<file path="src/rtl/pp_pkg.sv">
`timescale 1ns/1ps
package pp_pkg;

    typedef enum logic [1:0] {
        BK_EMPTY    = 2'd0,
        BK_FILLING  = 2'd1,
        BK_FULL     = 2'd2,
        BK_DRAINING = 2'd3
    } bank_st_e;

    typedef enum logic {
        DIR_LOC2PCI = 1'b0,
        DIR_PCI2LOC = 1'b1
    } xfer_dir_e;

endpackage

</file>
<file path="src/rtl/pp_bank.sv">
`timescale 1ns/1ps
module pp_bank
    import pp_pkg::*;
#(
    parameter int DATA_W = 32,
    parameter int DEPTH  = 8
) (
    input  logic              clk,
    input  logic              rst_n,
    input  logic              clr,
    input  logic              wr_fire,
    input  logic [DATA_W-1:0] wr_data,
    input  logic              wr_last,
    input  logic              rd_fire,
    output logic              accepting,
    output logic              holding,
    output logic              is_empty,
    output logic              fill_done,
    output logic              drain_done,
    output logic [DATA_W-1:0] rd_data,
    output logic              rd_last
);

    localparam int PTR_W = (DEPTH > 1) ? $clog2(DEPTH) : 1;
    localparam int CNT_W = $clog2(DEPTH + 1);
    localparam logic [PTR_W-1:0] LAST_IDX = PTR_W'(DEPTH - 1);

    bank_st_e          state_q, state_d;
    logic [PTR_W-1:0]  widx_q;
    logic [PTR_W-1:0]  ridx_q;
    logic [CNT_W-1:0]  len_q;
    logic [DATA_W-1:0] mem_q [DEPTH];

    // burst closes on the last slot or on an explicit last flag
    assign fill_done  = wr_fire && (wr_last || (widx_q == LAST_IDX));
    assign rd_last    = holding && ((CNT_W'(ridx_q) + CNT_W'(1)) == len_q);
    assign drain_done = rd_fire && rd_last;
    assign rd_data    = mem_q[ridx_q];

    // state register
    always_ff @(posedge clk or negedge rst_n) begin
        if (!rst_n) begin
            state_q <= BK_EMPTY;
        end else if (clr) begin
            state_q <= BK_EMPTY;
        end else begin
            state_q <= state_d;
        end
    end

    // next state
    always_comb begin
        state_d = state_q;
        unique case (state_q)
            BK_EMPTY: begin
                if (wr_fire) state_d = fill_done ? BK_FULL : BK_FILLING;
            end
            BK_FILLING: begin
                if (fill_done) state_d = BK_FULL;
            end
            BK_FULL: begin
                if (rd_fire) state_d = drain_done ? BK_EMPTY : BK_DRAINING;
            end
            BK_DRAINING: begin
                if (drain_done) state_d = BK_EMPTY;
            end
        endcase
    end

    // outputs decoded from the state
    always_comb begin
        accepting = 1'b0;
        holding   = 1'b0;
        is_empty  = 1'b0;
        unique case (state_q)
            BK_EMPTY:    begin accepting = 1'b1; is_empty = 1'b1; end
            BK_FILLING:  accepting = 1'b1;
            BK_FULL:     holding   = 1'b1;
            BK_DRAINING: holding   = 1'b1;
        endcase
    end

    // index and length bookkeeping of the bank
    always_ff @(posedge clk or negedge rst_n) begin
        if (!rst_n) begin
            widx_q <= '0;
            ridx_q <= '0;
            len_q  <= '0;
        end else if (clr) begin
            widx_q <= '0;
            ridx_q <= '0;
            len_q  <= '0;
        end else begin
            if (fill_done) begin
                widx_q <= '0;
                len_q  <= CNT_W'(widx_q) + CNT_W'(1);
            end else if (wr_fire) begin
                widx_q <= widx_q + PTR_W'(1);
            end
            if (drain_done) begin
                ridx_q <= '0;
            end else if (rd_fire) begin
                ridx_q <= ridx_q + PTR_W'(1);
            end
        end
    end

    // data storage, no reset needed
    always_ff @(posedge clk) begin
        if (wr_fire) mem_q[widx_q] <= wr_data;
    end

endmodule

</file>
<file path="src/rtl/pp_dir_ctrl.sv">
`timescale 1ns/1ps
module pp_dir_ctrl
    import pp_pkg::*;
(
    input  logic      clk,
    input  logic      rst_n,
    input  logic      clr,
    input  logic      dir_req,
    input  logic      all_empty,
    input  logic      wr_fire,
    output xfer_dir_e dir_q
);

    xfer_dir_e dir_d;
    logic      may_switch;

    assign may_switch = all_empty && !wr_fire;

    always_ff @(posedge clk or negedge rst_n) begin
        if (!rst_n) begin
            dir_q <= DIR_LOC2PCI;
        end else if (clr) begin
            dir_q <= DIR_LOC2PCI;
        end else begin
            dir_q <= dir_d;
        end
    end

    always_comb begin
        dir_d = dir_q;
        unique case (dir_q)
            DIR_LOC2PCI: if (may_switch && dir_req)  dir_d = DIR_PCI2LOC;
            DIR_PCI2LOC: if (may_switch && !dir_req) dir_d = DIR_LOC2PCI;
        endcase
    end

endmodule

</file>
<file path="src/rtl/pp_port_mux.sv">
`timescale 1ns/1ps
module pp_port_mux
    import pp_pkg::*;
#(
    parameter int DATA_W = 32
) (
    input  xfer_dir_e         dir,
    input  logic              loc_wr_en,
    input  logic [DATA_W-1:0] loc_wr_data,
    input  logic              loc_wr_last,
    input  logic              loc_rd_en,
    input  logic              pci_wr_en,
    input  logic [DATA_W-1:0] pci_wr_data,
    input  logic              pci_wr_last,
    input  logic              pci_rd_en,
    input  logic              fill_ok,
    input  logic              drain_ok,
    input  logic [DATA_W-1:0] drain_data,
    input  logic              drain_last,
    output logic              fill_wr_en,
    output logic [DATA_W-1:0] fill_data,
    output logic              fill_last,
    output logic              drain_rd_en,
    output logic              loc_fill_req,
    output logic              loc_drain_req,
    output logic [DATA_W-1:0] loc_rd_data,
    output logic              loc_rd_last,
    output logic              pci_fill_req,
    output logic              pci_drain_req,
    output logic [DATA_W-1:0] pci_rd_data,
    output logic              pci_rd_last
);

    logic loc_is_src;

    assign loc_is_src = (dir == DIR_LOC2PCI);

    // producer side selection
    assign fill_wr_en = loc_is_src ? loc_wr_en   : pci_wr_en;
    assign fill_data  = loc_is_src ? loc_wr_data : pci_wr_data;
    assign fill_last  = loc_is_src ? loc_wr_last : pci_wr_last;

    // consumer side selection
    assign drain_rd_en = loc_is_src ? pci_rd_en : loc_rd_en;

    assign loc_fill_req  = loc_is_src && fill_ok;
    assign pci_fill_req  = !loc_is_src && fill_ok;
    assign loc_drain_req = !loc_is_src && drain_ok;
    assign pci_drain_req = loc_is_src && drain_ok;

    assign loc_rd_data = loc_drain_req ? drain_data : '0;
    assign pci_rd_data = pci_drain_req ? drain_data : '0;
    assign loc_rd_last = loc_drain_req && drain_last;
    assign pci_rd_last = pci_drain_req && drain_last;

endmodule

</file>
<file path="src/rtl/pp_xfer_buffer.sv">
`timescale 1ns/1ps
module pp_xfer_buffer
    import pp_pkg::*;
#(
    parameter int DATA_W     = 32,
    parameter int BANK_WORDS = 8
) (
    input  logic              clk,
    input  logic              rst_n,
    input  logic              soft_rst,
    input  logic              dir_i,
    output logic              dir_o,
    input  logic              loc_wr_en,
    input  logic [DATA_W-1:0] loc_wr_data,
    input  logic              loc_wr_last,
    output logic              loc_fill_req,
    input  logic              loc_rd_en,
    output logic [DATA_W-1:0] loc_rd_data,
    output logic              loc_rd_last,
    output logic              loc_drain_req,
    input  logic              pci_wr_en,
    input  logic [DATA_W-1:0] pci_wr_data,
    input  logic              pci_wr_last,
    output logic              pci_fill_req,
    input  logic              pci_rd_en,
    output logic [DATA_W-1:0] pci_rd_data,
    output logic              pci_rd_last,
    output logic              pci_drain_req
);

    localparam int NBANK = 2;

    xfer_dir_e         dir_q;
    logic              fill_ptr, drain_ptr;
    logic              fill_wr_en, fill_last, drain_rd_en;
    logic [DATA_W-1:0] fill_data;
    logic              fill_ok, drain_ok, fill_fire, drain_fire, all_empty;

    logic [NBANK-1:0]  bk_accept, bk_hold, bk_empty;
    logic [NBANK-1:0]  bk_fill_done, bk_drain_done, bk_rd_last;
    logic [DATA_W-1:0] bk_rd_data [NBANK];

    assign fill_ok    = bk_accept[fill_ptr];
    assign drain_ok   = bk_hold[drain_ptr];
    assign fill_fire  = fill_wr_en && fill_ok;
    assign drain_fire = drain_rd_en && drain_ok;
    assign all_empty  = &bk_empty;
    assign dir_o      = dir_q;

    for (genvar g = 0; g < NBANK; g++) begin : g_bank
        pp_bank #(
            .DATA_W (DATA_W),
            .DEPTH  (BANK_WORDS)
        ) u_bank (
            .clk        (clk),
            .rst_n      (rst_n),
            .clr        (soft_rst),
            .wr_fire    (fill_fire && (fill_ptr == 1'(g))),
            .wr_data    (fill_data),
            .wr_last    (fill_last),
            .rd_fire    (drain_fire && (drain_ptr == 1'(g))),
            .accepting  (bk_accept[g]),
            .holding    (bk_hold[g]),
            .is_empty   (bk_empty[g]),
            .fill_done  (bk_fill_done[g]),
            .drain_done (bk_drain_done[g]),
            .rd_data    (bk_rd_data[g]),
            .rd_last    (bk_rd_last[g])
        );
    end

    // ping-pong pointers
    always_ff @(posedge clk or negedge rst_n) begin
        if (!rst_n) begin
            fill_ptr  <= 1'b0;
            drain_ptr <= 1'b0;
        end else if (soft_rst) begin
            fill_ptr  <= 1'b0;
            drain_ptr <= 1'b0;
        end else begin
            if (bk_fill_done[fill_ptr])   fill_ptr  <= ~fill_ptr;
            if (bk_drain_done[drain_ptr]) drain_ptr <= ~drain_ptr;
        end
    end

    pp_dir_ctrl u_dir (
        .clk       (clk),
        .rst_n     (rst_n),
        .clr       (soft_rst),
        .dir_req   (dir_i),
        .all_empty (all_empty),
        .wr_fire   (fill_fire),
        .dir_q     (dir_q)
    );

    pp_port_mux #(
        .DATA_W (DATA_W)
    ) u_mux (
        .dir           (dir_q),
        .loc_wr_en     (loc_wr_en),
        .loc_wr_data   (loc_wr_data),
        .loc_wr_last   (loc_wr_last),
        .loc_rd_en     (loc_rd_en),
        .pci_wr_en     (pci_wr_en),
        .pci_wr_data   (pci_wr_data),
        .pci_wr_last   (pci_wr_last),
        .pci_rd_en     (pci_rd_en),
        .fill_ok       (fill_ok),
        .drain_ok      (drain_ok),
        .drain_data    (bk_rd_data[drain_ptr]),
        .drain_last    (bk_rd_last[drain_ptr]),
        .fill_wr_en    (fill_wr_en),
        .fill_data     (fill_data),
        .fill_last     (fill_last),
        .drain_rd_en   (drain_rd_en),
        .loc_fill_req  (loc_fill_req),
        .loc_drain_req (loc_drain_req),
        .loc_rd_data   (loc_rd_data),
        .loc_rd_last   (loc_rd_last),
        .pci_fill_req  (pci_fill_req),
        .pci_drain_req (pci_drain_req),
        .pci_rd_data   (pci_rd_data),
        .pci_rd_last   (pci_rd_last)
    );

endmodule

</file>
<file path="config.mk">
export PLATFORM = sky130hd
export DESIGN_NAME = pp_xfer_buffer
export DESIGN_NICKNAME = d
export VERILOG_FILES = /design/src/rtl/pp_pkg.sv /design/src/rtl/pp_bank.sv /design/src/rtl/pp_dir_ctrl.sv /design/src/rtl/pp_port_mux.sv /design/src/rtl/pp_xfer_buffer.sv
export SDC_FILE = /design/constraint.sdc
export NUM_CORES = 1
export LEC_CHECK = 0
export ABC_AREA = 1
export BUFFER_PORTS_ARGS = -buffer_cell sky130_fd_sc_hd__buf_2
export CAP_MARGIN = 20
export CORE_AREA = 2 2 199 201
export CTS_CLUSTER_SIZE = 28
export DETAILED_ROUTE_END_ITERATION = 12
export DIE_AREA = 0 0 201 203
export PLACE_DENSITY = 0.78
export SLEW_MARGIN = 0
export SYNTH_ARGS = -nofsm -noshare
export SYNTH_HDL_FRONTEND = slang
export SYNTH_SLANG_ARGS = --single-unit
</file>
<file path="constraint.sdc">
create_clock -name clk -period 9.95 [get_ports clk]
set_clock_uncertainty 0.05 [all_clocks]
set_input_delay 1.99 -clock clk [delete_from_list [all_inputs] [get_ports clk]]
set_output_delay 1.99 -clock clk [all_outputs]
set_load 0.02 [all_outputs]
</file>
==> impl_metrics.ini, run 1 <==
[placement]
gp_congestion = 0.840
dp_hpwl_um = 28300
place_area_sq_um = 24000
port_buffers = 144

[finish]
layout_common_cells = edfxtp_1 (512), nor2_1 (401), o21ai_0 (251)
antenna_cells = 0
drive_gt1_share_pct = 14.9
fill_cells = 2704
syn_to_final_growth_pct = 11.3
final_common_cell = edfxtp_1
nets = 2143
fin_area_sq_um = 25600

[min_path]
hp-class = reg2reg

[logic_synthesis]
syn_area_sq_um = 23000
netlist_instances = 1961
avgSynthCellArea_sq_um = 11.7
ys_seq_elements = 539
yosysWarnings = 0
synth-seq-area-share_pct = 69.8
synthesis.nets = 2041
yosysUniqueCellTypes = 39

[die]
die_h_um = 203
core_sq_um = 38500
rows = 72
die_w_um = 201
start_util_pct = 59.8
dieArea_sq_um = 40800
pin_count = 145

[clock_network]
cts_tree = yes
cts_resized = 0
cts_made_buffers = 52
cts.clk_slew.worst_paths_ps = 60
clock_sinks = 539
h-tree-depth = 2
max-clock-path-buffers = 3
postCtsSetupBuffers = 0
clkLatencyLatePin_ps = 580
cts-root-buf = clkbuf_16
cts_hold_buf = 0

[setup_path]
ff2ff_path_depth = 7
criticalPathCategory = reg2out
startpoint_type = flop
timing.rr.end = g_bank[0].u_bank.mem_q[4][22]$_DFFE_PP_
r2r_slack_ps = 6260
cp-endpoint = loc_rd_data[31]
rr_startpoint = u_dir.dir_q$_DFF_PN0_
critical_path_required_ps = 7910
cp_max_fo = 89
arrival_ps = 3680
cp-startpoint = g_bank[0].u_bank.ridx_q[0]$_DFFE_PN0P_
endpoint_kind = primary output

[routing]
routed_via_density = 5.95
drc = 0
wl_per_cell_um = 20.7
drtIter0Drc = 1453
drtPass1Iterations = 5
via_count = 15600
totalWireLength_um = 54300
ant_nets = 0

[sta]
finalMaxSlewViolations = 0
period_needed_ps = 5720
worst_pin_slew_ps = 1050
rsz0062_at_grt = false
finalSetupViolations = 0
fin_setup_tns_ps = 0
hold_viol = 0
finalCritPeriodShare_pct = 57.5
max_freq_ghz = 0.175
max_slew_margin_pct = 29.7

[global_routing]
grt_max_degree = 102
grt.overflow.total = 0
grt_pass1_vias = 15400
antenna_found_initial = 0
grt_pass1_wl_um = 83500
track_usage_pct = 26.7

[flow_run]
maxCapViolCount = 0

[power_and_ir_drop]
power_density_nw_per_um2 = 241
peakVddDrop_mv = 0.243
power_w = 0.00617
p_leak_nw = 9.23

[status]
outcome = finished clean
## flip-flops by register name, indices dropped and copies added, names as in the netlist
name,flops
fill_ptr,1
g_bank.u_bank.state_q,4
g_bank.u_bank.ridx_q,6
g_bank.u_bank.mem_q,512
u_dir.dir_q,1
g_bank.u_bank.widx_q,6
g_bank.u_bank.len_q,8
drain_ptr,1
## worst max-delay path, stage by stage, from the launching register on
cell	delay [ps]
dfrtp_2	420
inv_4	570
buf_4	870
nor2_1	80
nor2_1	120
o21ai_0	100
o211ai_1	130
o211ai_1	120
nand2_1	180
inv_1	90
nor2_1	90
buf_2	170
## final cells by class
cell class,instances,area [sq um],area share [%]
sequential,539,16100,62.8
multi-input combinational,1191,5930,23.2
clock buffer,69,1430,5.58
timing repair buffer,171,936,3.66
tap,518,648,2.53
inverter,108,415,1.62
clock inverter,22,161,0.631
## worst min-delay path by stage
stage / endpoint / slack, ps / depth (start not counted) / start
floorplan: g_bank[0].u_bank.len_q[0]$_DFFE_PN0P_ / 420 / 2 / g_bank[0].u_bank.len_q[0]$_DFFE_PN0P_
global placement: g_bank[1].u_bank.len_q[2]$_DFFE_PN0P_ / 450 / 2 / g_bank[1].u_bank.len_q[2]$_DFFE_PN0P_
detailed placement: g_bank[1].u_bank.len_q[1]$_DFFE_PN0P_ / 450 / 2 / g_bank[1].u_bank.len_q[1]$_DFFE_PN0P_
CTS: g_bank[1].u_bank.len_q[1]$_DFFE_PN0P_ / 470 / 2 / g_bank[1].u_bank.len_q[1]$_DFFE_PN0P_
global route: g_bank[1].u_bank.len_q[2]$_DFFE_PN0P_ / 490 / 2 / g_bank[1].u_bank.len_q[2]$_DFFE_PN0P_
finish: g_bank[1].u_bank.len_q[1]$_DFFE_PN0P_ / 460 / 2 / g_bank[1].u_bank.len_q[1]$_DFFE_PN0P_
## layer usage
| metal | vias to the layer above | global-route usage, % | wire [um] |
|---|---|---|---|
| li1 | 7151 | - | - |
| met3 | 99 | 3.84 | 5030 |
| met5 | - | 0 | 0 |
| met2 | 804 | 44.9 | 26200 |
| met1 | 7524 | 36.2 | 21800 |
| met4 | 0 | 8.76 | 1130 |
## power by group
part	internal, W	total [W]	leakage (nW)	switching (W)
registers	0.00289	0.00297	4.98	0.0000861
clock network	0.00105	0.00185	0.779	0.000796
logic	0.000330	0.00135	3.46	0.00102
## metrics by stage
| stage | cells | hold WS (ps) | util (%) | worst slack, ps |
|---|---|---|---|---|
| 6_report | 2618 | 462 | 66.5 | 4230 |
| 5_1_grt | 2618 | 494 | 66.5 | 3950 |
| 4_1_cts | 2618 | 467 | 66.5 | 4240 |
| 3_5_place_dp | 2527 | 452 | 62.4 | 4880 |
| 3_3_place_gp | 2526 | 448 | 62.3 | 4970 |
| 2_1_floorplan | 1961 | 418 | - | 4830 |
## Yosys cell counts
master,n,share of area [%]
clkbuf_2,1,0.022
o21bai_1,2,0.065
nor3_2,1,0.044
o21ai_0,251,5.5
o31ai_1,2,0.065
dfrtp_1,27,2.9
inv_6,1,0.038
ha_1,6,0.33
nand4_2,2,0.11
buf_2,33,0.72
a21oi_1,5,0.11
inv_1,102,1.7
o32ai_1,3,0.11
nor3_1,3,0.065
o211ai_2,20,1.1
inv_4,1,0.027
nand3_1,18,0.39
o21ai_1,53,1.2
nor2_1,415,6.8
buf_4,21,0.69
buf_8,2,0.13
edfxtp_1,512,67
nand2_4,1,0.049
nand2_1,237,3.9
nor2_2,2,0.054
nand2_2,8,0.22
nand4_1,8,0.22
nand3_2,4,0.17
buf_1,5,0.082
clkbuf_1,48,0.78
nand4_4,1,0.093
or2_2,2,0.054
and3_1,1,0.027
buf_6,13,0.64
inv_2,4,0.065
o22ai_1,3,0.082
nor2_4,1,0.049
o211ai_1,140,4.6
a21oi_2,2,0.076
## kinds of logic after synthesis
logic type / share of synthesized area (%)
adders and majority gates: 0.327
DFF: 69.8
AOI/OAI and AO/OA: 12.8
and+or+nand+nor: 12.2
buffers and inverters: 4.86
(Power assumes the default switching activity.)
==> inputs of run 2 (changes only) <==
- clock period: 9.95 -> 5.7 ns (I/O delays scaled with it)
==> impl_metrics.ini, run 2 (same netlist as run 1, synthesis figures left out) <==
[flow_run]
maxCapViolCount = 0

[sta]
finalMaxSlewViolations = 0
worst_pin_slew_ps = 1110
holdWs_ps = 471
max_freq_ghz = 0.219
period_needed_ps = 4570
rsz0062_at_grt = false
finalCritPeriodShare_pct = 80.2
finalSetupViolations = 0
hold_viol = 0
fin_setup_tns_ps = 0
max_slew_margin_pct = 26.1

[min_path]
hp-class = reg2reg

[setup_path]
cp_max_fo = 47
cp-endpoint = loc_rd_data[14]
cp-startpoint = g_bank[0].u_bank.ridx_q[1]$_DFFE_PN0P_
critical_path_required_ps = 4510
arrival_ps = 3380
ff2ff_path_depth = 8
startpoint_type = flop
r2r_slack_ps = 1710
rr_startpoint = u_dir.dir_q$_DFF_PN0_
criticalPathCategory = reg2out
timing.rr.end = g_bank[1].u_bank.mem_q[4][23]$_DFFE_PP_
endpoint_kind = primary output

[clock_network]
clkLatencyLatePin_ps = 560
postCtsSetupBuffers = 0
cts_made_buffers = 52
cts-root-buf = clkbuf_16
cts_resized = 0
cts_tree = yes
clock_sinks = 539
h-tree-depth = 2
cts_hold_buf = 0
max-clock-path-buffers = 3
cts.clk_slew.worst_paths_ps = 60

[die]
pin_count = 145
start_util_pct = 59.8
dieArea_sq_um = 40800
die_w_um = 201
core_sq_um = 38500
die_h_um = 203
rows = 72

[power_and_ir_drop]
power_density_nw_per_um2 = 419
peakVddDrop_mv = 0.268
p_leak_nw = 9.22

[finish]
final_cells = 2619
regMostFlops = g_bank.u_bank.mem_q
syn_to_final_growth_pct = 11.2
antenna_cells = 0
final_common_cell = edfxtp_1
drive_gt1_share_pct = 14.9
nets = 2149
layout_common_cells = edfxtp_1 (512), nor2_1 (401), o21ai_0 (251)
top_regs = g_bank.u_bank.mem_q (512), g_bank.u_bank.len_q (8)
largest_reg_flops = 512

[global_routing]
grt_pass1_wl_um = 86300
grt.overflow.total = 0
grt_max_degree = 102
grt_pass1_vias = 15700
track_usage_pct = 27.6
antenna_found_initial = 0

[placement]
dp_hpwl_um = 31300
gp_congestion = 0.821
port_buffers = 144
dp_cells = 2533

[routing]
totalWireLength_um = 55800
routed_via_density = 6.06
drtIter0Drc = 1869
drc = 0
ant_nets = 0
wl_per_cell_um = 21.3
via_count = 15900
drtPass1Iterations = 5

[status]
outcome = finished clean
==> run 2: worst min-delay path by stage <==
stage	from	cells past startpoint	end
6_report	g_bank[1].u_bank.len_q[1]$_DFFE_PN0P_	2	g_bank[1].u_bank.len_q[1]$_DFFE_PN0P_
5_1_grt	g_bank[1].u_bank.len_q[1]$_DFFE_PN0P_	2	g_bank[1].u_bank.len_q[1]$_DFFE_PN0P_
4_1_cts	g_bank[1].u_bank.len_q[1]$_DFFE_PN0P_	2	g_bank[1].u_bank.len_q[1]$_DFFE_PN0P_
3_5_place_dp	g_bank[1].u_bank.len_q[1]$_DFFE_PN0P_	2	g_bank[1].u_bank.len_q[1]$_DFFE_PN0P_
3_3_place_gp	g_bank[0].u_bank.len_q[0]$_DFFE_PN0P_	2	g_bank[0].u_bank.len_q[0]$_DFFE_PN0P_
2_1_floorplan	g_bank[0].u_bank.len_q[0]$_DFFE_PN0P_	2	g_bank[0].u_bank.len_q[0]$_DFFE_PN0P_
==> run 2: power breakdown <==
part / internal (W) / switching (W) / total [W]
Sequential: 0.00504 / 0.000103 / 0.00514
Clock: 0.00178 / 0.00136 / 0.00314
Combinational: 0.000592 / 0.00185 / 0.00244
==> run 2: worst max-delay path, stage by stage, from the launching register on <==
cell	delay, ps
dfrtp_2	1030
inv_2	700
o211ai_1	340
o21ai_0	140
o211ai_1	220
nand2_1	90
inv_1	90
nor2_1	40
buf_2	160
==> run 2: through the flow <==
stage / util, % / setup slack, ps / area, sq um / total power, W
global placement: 62.5 / 1890 / 24000 / 0.00754
global route: 66.5 / 939 / 25600 / 0.0112
finish: 66.5 / 1130 / 25600 / 0.0107
detailed placement: 62.5 / 1800 / 24000 / 0.00764
floorplan: - / 1430 / 23000 / 0.00683
CTS: 66.5 / 1130 / 25600 / 0.0107
==> run 2: metal layers <==
metal | up-vias | track usage (%) | part of all wire (%)
li1 | 7154 | - | -
met1 | 7667 | 37.2 | 38
met2 | 917 | 45.4 | 48
met3 | 134 | 4.96 | 11
met4 | 0 | 10.5 | 3.1
met5 | - | 0 | 0
==> run 2: layout make-up <==
class	count	area, sq um
fill	2735	12900
inverter	108	415
sequential	539	16100
clock inverter	15	91.3
timing repair buffer	177	981
multi-input combinational	1191	5930
clock buffer	71	1430
tap	518	648
==> inputs of run 3 (changes only) <==
- CORE_AREA: 2 2 199 201 -> 2 2 208 210
- DIE_AREA: 0 0 201 203 -> 0 0 210 212
- PLACE_DENSITY: 0.78 -> 0.76
- clock period: 5.7 -> 4 ns (I/O delays scaled with it)
==> impl_metrics.ini, run 3 (same netlist as run 1, synthesis figures left out) <==
[finish]
nets = 2158
final_cells = 2658
final_common_cell = edfxtp_1
largest_reg_flops = 512
drive_gt1_share_pct = 15.7
fill_cells = 3185
top_regs = g_bank.u_bank.mem_q (512), g_bank.u_bank.len_q (8)
layout_common_cells = edfxtp_1 (512), nor2_1 (401), o21ai_0 (251)
regMostFlops = g_bank.u_bank.mem_q
syn_to_final_growth_pct = 12.7
antenna_cells = 0

[setup_path]
arrival_ps = 2800
endpoint_kind = primary output
cp_max_fo = 50
critical_path_required_ps = 3150
r2r_slack_ps = 1000
ff2ff_path_depth = 8
criticalPathCategory = reg2out
startpoint_type = flop

[placement]
port_buffers = 144
gp_congestion = 0.824
dp_cells = 2570
dp_hpwl_um = 30100
pre_cts_ws_ps = 983

[routing]
routed_via_density = 5.84
drc = 0
totalWireLength_um = 53900
drtPass1Iterations = 7
via_count = 15500
ant_nets = 0
drtIter0Drc = 1766
wl_per_cell_um = 20.3

[die]
pin_count = 145
die_w_um = 210
rows = 76
die_h_um = 212
dieArea_sq_um = 44500
start_util_pct = 54.1
core_sq_um = 42500

[flow_run]
maxCapViolCount = 0

[clock_network]
cts_tree = yes
cts_resized = 0
cts_hold_buf = 0
clkLatencyLatePin_ps = 590
clock_sinks = 539
h-tree-depth = 2
cts-root-buf = clkbuf_16
postCtsSetupBuffers = 0
max-clock-path-buffers = 3
cts.clk_slew.worst_paths_ps = 60
cts_made_buffers = 52

[global_routing]
antenna_found_initial = 0
track_usage_pct = 24.5
grt_max_degree = 134
grt_pass1_wl_um = 83000
grt.overflow.total = 0
grt_pass1_vias = 15000

[sta]
layout_setup_ws_ps = 348
hold_viol = 0
max_slew_margin_pct = 45.5
fin_setup_tns_ps = 0
finalCritPeriodShare_pct = 91.3
finalMaxSlewViolations = 0
finalSetupViolations = 0
period_needed_ps = 3650
rsz0062_at_grt = false
worst_pin_slew_ps = 817
max_freq_ghz = 0.274

[power_and_ir_drop]
peakVddDrop_mv = 0.489
p_leak_nw = 9.37
power_density_nw_per_um2 = 599

[min_path]
hp-class = in2async

[status]
outcome = finished clean
-- run 3: metrics by stage --
| stage | hold slack (ps) | power (W) | instance area (sq um) | util (%) |
|---|---|---|---|---|
| floorplan | 418 | 0.00974 | 23000 | - |
| global placement | 445 | 0.0108 | 24300 | 57.1 |
| detailed placement | 456 | 0.0109 | 24300 | 57.1 |
| CTS | 181 | 0.0156 | 25900 | 61.0 |
| global route | 205 | 0.0162 | 25900 | 61.0 |
| finish | 179 | 0.0155 | 25900 | 61.0 |
-- run 3: power by group --
part / total [W] / internal [W] / switching [W] / leakage (nW)
clock network: 0.00472 / 0.00271 / 0.00201 / 0.797
registers: 0.00730 / 0.00718 / 0.000121 / 4.98
logic: 0.00351 / 0.000875 / 0.00264 / 3.59
total: 0.0155 / 0.0108 / 0.00476 / 9.37
-- run 3: critical path, cell delays in order (launching register included) --
cell	delay (ps)
dfrtp_4	430
clkinv_2	370
buf_12	340
o21ai_0	210
o21ai_0	140
o211ai_1	220
nand2_1	100
inv_1	150
nor2_1	50
buf_2	170
-- run 3: path summary, 6_finish.rpt --
| kind | start | to |
|---|---|---|
| hold reg to reg | g_bank[0].u_bank.len_q[2]$_DFFE_PN0P_ | g_bank[0].u_bank.len_q[2]$_DFFE_PN0P_ |
| setup reg to reg | u_dir.dir_q$_DFF_PN0_ | g_bank[1].u_bank.mem_q[7][29]$_DFFE_PP_ |
| setup / recovery | g_bank[1].u_bank.ridx_q[0]$_DFFE_PN0P_ | loc_rd_data[31] |
| max in group asynchronous | rst_n | g_bank[1].u_bank.ridx_q[1]$_DFFE_PN0P_ |
| hold / removal | rst_n | g_bank[1].u_bank.state_q[0]$_DFFE_PN0P_ |
| min in group clk | g_bank[0].u_bank.len_q[2]$_DFFE_PN0P_ | g_bank[0].u_bank.len_q[2]$_DFFE_PN0P_ |
-- run 3: cell type report --
| cell class | instances | area (sq um) | share of cell area, % |
|---|---|---|---|
| Timing Repair Buffer | 186 | 1190 | 4.58 |
| Multi-Input combinational cell | 1191 | 5930 | 22.9 |
| Sequential cell | 539 | 16100 | 62.0 |
| Tap cell | 546 | 683 | 2.64 |
| Clock inverter | 22 | 195 | 0.753 |
| Inverter | 108 | 414 | 1.60 |
| Clock buffer | 66 | 1440 | 5.54 |
-- run 3: metal layers --
layer  GRT usage [%]  wire length (um)
met4            8.68              1580
met5               0                 0
met2            40.0             25500
met1            33.4             22400
met3            4.55              4410
